**src/rtl/deskew_pkg.sv**
```systemverilog
package deskew_pkg;

  // Reason a flush was requested in the current cycle; priority is the order below.
  typedef enum logic [1:0] {
    FAULT_NONE     = 2'd0,
    FAULT_OVERFLOW = 2'd1,
    FAULT_STARVE   = 2'd2,
    FAULT_SLIP     = 2'd3
  } fault_e;

  // Width of a counter that must hold the value n.
  function automatic int unsigned cnt_width(input int unsigned n);
    return $clog2(n + 1);
  endfunction

endpackage

```
**src/rtl/lane_fifo.sv**
```systemverilog
module lane_fifo #(
  parameter int unsigned SLICE_W = 8,
  parameter int unsigned DEPTH   = 8
) (
  input  logic               clk,
  input  logic               rst,
  input  logic               flush,
  input  logic [SLICE_W-1:0] wr_data,
  input  logic               wr_valid,
  input  logic               wr_sof,
  input  logic               pop,
  output logic [SLICE_W-1:0] rd_data,
  output logic               rd_sof,
  output logic               empty,
  output logic               full,
  output logic               overflow
);
  localparam int unsigned AW = $clog2(DEPTH);
  localparam int unsigned CW = deskew_pkg::cnt_width(DEPTH);

  // Entry layout: frame marker above the slice.
  logic [SLICE_W:0] mem [DEPTH];
  logic [AW-1:0]    wp;
  logic [AW-1:0]    rp;
  logic [CW-1:0]    cnt;
  logic             armed;
  logic             take;
  logic             wr_en;
  logic             rd_en;

  assign empty    = (cnt == '0);
  assign full     = (cnt == CW'(DEPTH));
  // A slice is kept once the lane has seen a frame opener since the last flush.
  assign take     = wr_valid & (armed | wr_sof);
  assign overflow = take & full & ~pop;
  assign wr_en    = take & ~overflow & ~flush;
  assign rd_en    = pop & ~empty & ~flush;

  // Storage without reset so it maps onto RAM.
  always_ff @(posedge clk) begin
    if (wr_en) mem[wp] <= {wr_sof, wr_data};
  end

  assign rd_data = mem[rp][SLICE_W-1:0];
  assign rd_sof  = mem[rp][SLICE_W];

  always_ff @(posedge clk) begin
    if (rst || flush) begin
      wp    <= '0;
      rp    <= '0;
      cnt   <= '0;
      armed <= 1'b0;
    end else begin
      if (wr_en) wp <= wp + AW'(1);
      if (rd_en) rp <= rp + AW'(1);
      cnt <= cnt + CW'(wr_en) - CW'(rd_en);
      if (wr_en) armed <= 1'b1;
    end
  end

endmodule

```
**src/rtl/align_ctrl.sv**
```systemverilog
module align_ctrl
  import deskew_pkg::*;
#(
  parameter int unsigned NUM_LANES  = 4,
  parameter int unsigned LOCK_WORDS = 8
) (
  input  logic                 clk,
  input  logic                 rst,
  input  logic [NUM_LANES-1:0] lane_empty,
  input  logic [NUM_LANES-1:0] lane_full,
  input  logic [NUM_LANES-1:0] lane_ovf,
  input  logic [NUM_LANES-1:0] lane_rd_sof,
  output logic                 pop_ok,
  output logic                 flush,
  output logic                 fire,
  output logic                 aligned
);
  localparam int unsigned LW = cnt_width(LOCK_WORDS);

  logic          started;
  logic [LW-1:0] good_cnt;
  fault_e        cause;

  // Every lane holds a slice: pop all of them together.
  assign pop_ok = ~|lane_empty;

  always_comb begin
    cause = FAULT_NONE;
    if (|lane_ovf)
      cause = FAULT_OVERFLOW;
    else if (started && (|lane_empty) && (|lane_full))
      cause = FAULT_STARVE;
    else if (pop_ok && (|lane_rd_sof) && !(&lane_rd_sof))
      cause = FAULT_SLIP;
  end

  assign flush = (cause != FAULT_NONE);
  assign fire  = pop_ok & ~flush;

  always_ff @(posedge clk) begin
    if (rst || flush) begin
      started  <= 1'b0;
      good_cnt <= '0;
      aligned  <= 1'b0;
    end else if (fire) begin
      started <= 1'b1;
      if (good_cnt != LW'(LOCK_WORDS)) good_cnt <= good_cnt + LW'(1);
      if (good_cnt == LW'(LOCK_WORDS - 1)) aligned <= 1'b1;
    end
  end

endmodule

```
**src/rtl/deskew_aligner.sv**
```systemverilog
module deskew_aligner #(
  parameter int unsigned WORD_W     = 32,
  parameter int unsigned NUM_LANES  = 4,
  parameter int unsigned FIFO_DEPTH = 8,
  parameter int unsigned LOCK_WORDS = 8,
  localparam int unsigned SLICE_W   = WORD_W / NUM_LANES
) (
  input  logic                         clk,
  input  logic                         rst,
  input  logic [NUM_LANES*SLICE_W-1:0] lane_data,
  input  logic [NUM_LANES-1:0]         lane_valid,
  input  logic [NUM_LANES-1:0]         lane_sof,
  output logic [WORD_W-1:0]            word_out,
  output logic                         word_valid,
  output logic                         aligned
);
  logic [NUM_LANES-1:0][SLICE_W-1:0] rd_slices;
  logic [NUM_LANES-1:0]              lane_rd_sof;
  logic [NUM_LANES-1:0]              lane_empty;
  logic [NUM_LANES-1:0]              lane_full;
  logic [NUM_LANES-1:0]              lane_ovf;
  logic                              pop_ok;
  logic                              flush;
  logic                              fire;

  for (genvar g = 0; g < NUM_LANES; g++) begin : g_lane
    lane_fifo #(
      .SLICE_W (SLICE_W),
      .DEPTH   (FIFO_DEPTH)
    ) u_fifo (
      .clk      (clk),
      .rst      (rst),
      .flush    (flush),
      .wr_data  (lane_data[g*SLICE_W +: SLICE_W]),
      .wr_valid (lane_valid[g]),
      .wr_sof   (lane_sof[g]),
      .pop      (pop_ok),
      .rd_data  (rd_slices[g]),
      .rd_sof   (lane_rd_sof[g]),
      .empty    (lane_empty[g]),
      .full     (lane_full[g]),
      .overflow (lane_ovf[g])
    );
  end

  align_ctrl #(
    .NUM_LANES  (NUM_LANES),
    .LOCK_WORDS (LOCK_WORDS)
  ) u_ctrl (
    .clk         (clk),
    .rst         (rst),
    .lane_empty  (lane_empty),
    .lane_full   (lane_full),
    .lane_ovf    (lane_ovf),
    .lane_rd_sof (lane_rd_sof),
    .pop_ok      (pop_ok),
    .flush       (flush),
    .fire        (fire),
    .aligned     (aligned)
  );

  // Packed lane array puts lane 0 in the low bits of the word.
  always_ff @(posedge clk) begin
    if (rst) begin
      word_out   <= '0;
      word_valid <= 1'b0;
    end else begin
      word_valid <= fire;
      if (fire) word_out <= WORD_W'(rd_slices);
    end
  end

endmodule

```
**config.mk**
```make
export PLATFORM = sky130hd
export DESIGN_NAME = deskew_aligner
export DESIGN_NICKNAME = d
export VERILOG_FILES = /design/src/rtl/deskew_pkg.sv /design/src/rtl/lane_fifo.sv /design/src/rtl/align_ctrl.sv /design/src/rtl/deskew_aligner.sv
export SDC_FILE = /design/constraint.sdc
export NUM_CORES = 1
export LEC_CHECK = 0
export BUFFER_PORTS_ARGS = -buffer_cell sky130_fd_sc_hd__clkbuf_2
export CORE_ASPECT_RATIO = 0.6
export CORE_UTILIZATION = 40
export DETAILED_ROUTE_END_ITERATION = 16
export GPL_TIMING_DRIVEN = 1
export SYNTH_ARGS = -nofsm -noshare
export SYNTH_HDL_FRONTEND = slang
export SYNTH_SLANG_ARGS = --single-unit
```
**constraint.sdc**
```tcl
create_clock -name clk -period 9.5 [get_ports clk]
set_input_delay 0.475 -clock clk [delete_from_list [all_inputs] [get_ports clk]]
set_output_delay 0.475 -clock clk [all_outputs]
set_load 0.03 [all_outputs]
```
==> impl_results.md, run 1 <==
- Fill count: 3173
- DRT iter0 DRCs: 577
- Ys flop type: edfxtp_1
- Slew Limit Fails: 0
- Layout area overhead: 14.0%
- Slew Limit Headroom: 0.143
- Worst-Margin Slew: 1.27 ns
- Yosys warns: 0
- Tot Pwr: 3.75 mW
- Syn Std Cell Area: 0.0151 mm²
- Total clock sinks: 383
- Ys async rst share: 0
- Antenna Cells: 0
- Count of input and output buffers: 75
- Number of I/O pins: 76
- Crit path time final: 4.47 ns
- Int Pwr: 2.87 mW
- Final Cycle Share: 0.471
- Worst Path Buf+Inv: 1
- FF+latch count, synth: 383
- Syn Inst Count: 894
- Fmax: 224 MHz
- CTS buffer count: 37
- Clock power share: 0.378
- Sw Share: 0.236
- Number of buffers on the longest clock path: 3
- Setup crit end kind: flip-flop
- Synth top area share: 0.572
- Worst slack, placed: 4.96 ns
- Clock root cell: clkbuf_16
- Routability cong.: 0.718
- DRT Pass-1 Iters: 5
- DR WL/cell: 19.6 µm
- Setup TNS: 0 ns
- Maxcap violations: 0
- Setup violations, final: 0
- Via count: 7626
- Yosys top cell by area: edfxtp_1
- Post-CTS Resized: 0
- Die area: 0.0386 mm²
- Largest net degree at the start of global routing: 67
- Crit Path Class: reg -> reg
- Sw Pwr: 883 µW
- Sequential area share after synthesis: 0.698
- Overflow after GRT: 0
- Leakage: 5.58 nW
- Multi-input gate area: 0.00427 mm²
- Unrepaired setup endpoints after global routing: false
- WL final: 29300 µm
- Post-synth EDFFs: 288
- Row cnt: 54
- Skew final: 0.0105 ns
- Setup ws final: 5.03 ns
- H-Tree Depth: 2
- Share of cells above drive strength 1: 0.247
- Setup bufs post-CTS: 0
- Reg clk slew, reported paths: 0.06 ns
- Combinational share of power: 0.105
- Worst hold-check path type: in -> reg
- Flop pwr share: 0.517
- Synth area leaders: edfxtp_1 57%, dfxtp_1 13%, mux4_2 11%
- Initial antenna violation count: 0
- CP cell instances: mux4_2 -> mux2i_1 -> or4_1 -> a21oi_4 -> buf_4 -> o21ai_1 -> nor4b_2
- Post-synthesis average cell area: 16.9 µm²
- Fin nets: 1046
- Die Y: 153 µm
- Syn_nets: 970
- Required time of the critical path: 9.63 ns
- Die W: 253 µm
- Vias in the first global route: 8013
- Drt drc: 0
- Run status: finished clean
- Top-count cell post-synth: edfxtp_1
- First-pass GRT wire length: 47000 µm
- Worst path top cell family by delay: simple AND/OR/NAND/NOR gates
- Detail-routed via count per cell: 5.08
- Post-CTS Hold Fix Bufs: 0
- Core area: 0.0368 mm²
- Clock Latency Late Sink: 0.52 ns
- Maximum fanout along the worst path: 66
- Most common library cells after synthesis: 288 x edfxtp_1, 95 x dfxtp_1, 86 x nor2_1
- Critical path's slowest cell: nor4b_2
- CP startpoint kind: flip-flop
- Reg area: 0.0106 mm²
- CP arrival: 4.60 ns
- Final ANT Viol Nets: 0
- Hpwl dp: 19100 µm
- Hold Vio Cnt, Final: 0
- Power per cell area: 218 mW/mm²
- Max stage delay on crit path: 1.09 ns
- VDD IR max: 0.000104 V
- Overall Global Routing Usage: 0.160
- TritonCTS clock tree: done
- Distinct cells, synth: 48
- Initial core utilization: 0.411
## area by class of cell
cell class              count  area share
clock inverters            15     0.00792
repair buffers             91      0.0288
well taps                 504      0.0366
clock buffers              50      0.0595
flip-flops and latches    383       0.613
inverters                  29     0.00632
multi-input cells         428       0.248
## metrics by stage
step	util	instances	hold slack, ns	cell area [µm²]
2_1_floorplan	-	894	0.435	15100
3_3_place_gp	0.437	1435	0.444	16100
3_5_place_dp	0.437	1435	0.459	16100
4_1_cts	0.469	1500	0.211	17200
5_1_grt	0.469	1500	0.236	17200
6_report	0.469	1500	0.229	17200
## cell usage in the layout (no fill, tap or decap), types with 8 or more instances in the layout
cell type	count
xor2_1	8
nand3b_1	13
a31oi_1	14
clkbuf_16	37
buf_4	16
ha_1	30
nor4b_2	11
mux4_2	72
clkbuf_1	8
nand2_1	20
nor3_1	11
inv_1	29
nor2_1	86
mux2i_1	39
a21oi_1	15
edfxtp_1	288
dfxtp_1	95
a211oi_1	33
clkbuf_2	75
xnor2_1	13
## power groups by stage
stage	combinational, mW	clock (mW)	sequential, mW
global placement	0.392	0	1.97
floorplan	0.298	0	1.94
global route	0.444	1.52	1.95
detailed placement	0.398	0	1.97
CTS	0.400	1.46	1.94
finish	0.392	1.42	1.94
## path summary, 6_finish.rpt
check                               from                         end  slack [ns]  cells after the start
setup reg to reg               flip-flop  g_lane[1].u_fifo.mem[4][7]        5.03                      7
setup / recovery               flip-flop  g_lane[1].u_fifo.mem[4][7]        5.03                      7
hold / removal             lane_data[31]  g_lane[3].u_fifo.mem[0][7]        0.23                      1
hold reg to reg   g_lane[2].u_fifo.armed      g_lane[2].u_fifo.armed        0.47                      2
## registers in the layout (all words and copies together), names as in the netlist, named ones only
name,count
u_ctrl.good_cnt,4
word_valid,1
u_ctrl.started,1
g_lane.u_fifo.armed,4
g_lane.u_fifo.cnt,16
u_ctrl.aligned,1
g_lane.u_fifo.rp,12
word_out,32
g_lane.u_fifo.wp,12
g_lane.u_fifo.mem,288
## cells by family after synthesis
logic type	after synthesis	synth area share
DFF	383	0.698
and+or+nand+nor	175	0.0586
muxes	111	0.133
AOI/OAI and AO/OA	87	0.0396
buffers and inverters	83	0.0279
adders and majority gates	34	0.0301
xor gates and xnor gates	21	0.0122
## per-layer routing
metal | track usage | up-vias | wire length (µm)
met2 | 0.233 | 146 | 12800
met1 | 0.244 | 3815 | 14600
met4 | 0.0436 | 0 | 520
met5 | 0 | - | 0
met3 | 0.0313 | 40 | 1370
li1 | - | 3625 | -
(Power assumes the default switching activity.)
==> inputs of run 2 (changes only) <==
clock period = 3.7 ns   (was 9.5 ns; I/O delays follow)
==> impl_results.md, run 2 (synthesis results as in run 1) <==
- Total clock sinks: 383 (unchanged)
- Slew Limit Fails: 0 (unchanged)
- Setup bufs post-CTS: 0 (unchanged)
- Number of I/O pins: 76 (unchanged)
- TritonCTS clock tree: done
- Worst hold-check path type: in -> reg
- Fin nets: 1117 (+6.8%)
- Crit Path Class: reg -> reg
- Leakage: 5.96 nW (+6.9%)
- Most frequent cells in the layout: 288 x edfxtp_1, 95 x dfxtp_1, 86 x nor2_1
- Largest net degree at the start of global routing: 63 (-6.0%)
- Reg clk slew, reported paths: 0.06 ns (about the same)
- Largest regs: g_lane.u_fifo.mem (288), word_out (32), g_lane.u_fifo.cnt (16)
- Overflow after GRT: 0 (unchanged)
- Via count: 7903 (+3.6%)
- DRT iter0 DRCs: 550 (-4.7%)
- Slew Limit Headroom: 0.507 (+0.363)
- Fmax: 308 MHz (+38%)
- Commonest non-fill, non-tap cell in the layout: edfxtp_1
- Power per cell area: 555 mW/mm² (+150%)
- Overall Global Routing Usage: 0.157 (-0.00272)
- First-pass GRT wire length: 46400 µm (-1.4%)
- WL final: 29600 µm (+0.77%)
- Die Y: 153 µm (unchanged)
- Drt drc: 0 (unchanged)
- Crit path time final: 3.25 ns (-1.22 ns)
- Skew final: 0.0193 ns (+0.00878 ns)
- CTS buffer count: 38 (+2.7%)
- Hold Vio Cnt, Final: 0 (unchanged)
- Maximum fanout along the worst path: 7 (-89%)
- Required time of the critical path: 4.10 ns (-5.53 ns)
- Setup TNS: 0 ns (unchanged)
- Multi-input gate area: 0.00425 mm² (-0.47%)
- Final Cycle Share: 0.878 (+0.407)
- Core area: 0.0368 mm² (unchanged)
- Largest register FFs: 288 (unchanged)
- Setup crit end kind: flip-flop
- Final ANT Viol Nets: 0 (unchanged)
- Routability cong.: 0.754 (+5.0%)
- Run status: finished clean
- Worst-Margin Slew: 0.740 ns (-0.534 ns)
- Maxcap violations: 0 (unchanged)
- DRT Pass-1 Iters: 5 (unchanged)
- DR WL/cell: 18.8 µm (-4.0%)
- Unrepaired setup endpoints after global routing: false
- Initial core utilization: 0.411 (unchanged)
- Count of input and output buffers: 75 (unchanged)
- Worst slack, placed: 0.423 ns (-4.54 ns)
- Final Cell Area: 0.0179 mm² (+4.2%)
- H-Tree Depth: 2 (unchanged)
- Fill count: 3147 (-0.82%)
- Hpwl dp: 18600 µm (-2.5%)
- Number of buffers on the longest clock path: 3 (unchanged)
- Die W: 253 µm (unchanged)
- Share of cells above drive strength 1: 0.261 (+0.0135)
- VDD IR max: 0.000248 V (+140%)
- Die area: 0.0386 mm² (unchanged)
- Detail-routed via count per cell: 5.02 (-1.3%)
- Setup violations, final: 0 (unchanged)
- Layout area overhead: 18.8%
- Antenna Cells: 0 (unchanged)
- Setup ws final: 0.451 ns (-4.58 ns)
- CP arrival: 3.65 ns (-0.95 ns)
- Register with the most flip-flops: g_lane.u_fifo.mem
- Cell Area, Placed: 0.0163 mm² (+1.7%)
- Initial antenna violation count: 0 (unchanged)
- Row cnt: 54 (unchanged)
- CP startpoint kind: flip-flop
- Clock Latency Late Sink: 0.53 ns (about the same)
- Clock root cell: clkbuf_16
- Reg area: 0.0106 mm² (unchanged)
- Vias in the first global route: 7937 (-0.95%)
## run 2: cell type report
| cell class | instances | share of cell area |
|---|---|---|
| clock inverters | 13 | 0.00802 |
| clock buffers | 57 | 0.0628 |
| inverters | 29 | 0.00607 |
| well taps | 504 | 0.0351 |
| repair buffers | 161 | 0.0630 |
| flip-flops and latches | 383 | 0.588 |
| multi-input cells | 428 | 0.237 |
## run 2: critical path: stages (launching register included)
cell	delay, ns
dfxtp_1	0.58
mux4_2	0.55
mux2i_1	0.21
or4_1	0.20
a21oi_4	0.08
o21ai_1	0.52
inv_1	0.19
ha_1	0.26
a21o_1	0.16
a21oi_1	0.19
xnor2_1	0.14
nor2_1	0.05
## run 2: power by group
| group | switching [mW] | internal, mW |
|---|---|---|
| Clock | 1.58 | 2.32 |
| Sequential | 0.125 | 4.83 |
| Combinational | 0.612 | 0.493 |
## run 2: timing repair
| item | CTS | global route |
|---|---|---|
| hold endpoints to repair | 272 | 0 |
| resized for setup | 0 | 0 |
| hold buffers | 34 | 0 |
| setup endpoints to repair | 0 | 0 |
## run 2: through the flow
step	std cells	util	hold WS [ns]	total power, mW
final	1575	0.488	0.0236	9.96
after global routing	1575	0.488	0.0270	10.4
after CTS	1575	0.488	0.00708	10.1
after detailed placement	1471	0.444	0.461	6.14
after global placement	1471	0.444	0.446	6.11
after floorplan	894	-	0.284	5.76
## run 2: final timing paths
check	endpoint	slack (ns)	cells after the start	from
worst max register to register	g_lane[1].u_fifo.cnt[3]	0.45	11	flip-flop
worst min-delay path	g_lane[3].u_fifo.mem[6][8]	0.02	1	lane_sof[3]
worst max-delay path	g_lane[1].u_fifo.cnt[3]	0.45	11	flip-flop
worst min register to register	g_lane[0].u_fifo.armed	0.48	2	g_lane[0].u_fifo.armed
## run 2: layer usage
metal  global-route usage  part of all wire  wire length [µm]
met5                    0                 0                 0
met4               0.0367             0.014               424
met3               0.0316             0.055              1610
met2                0.234              0.45             13300
met1                0.237              0.48             14200
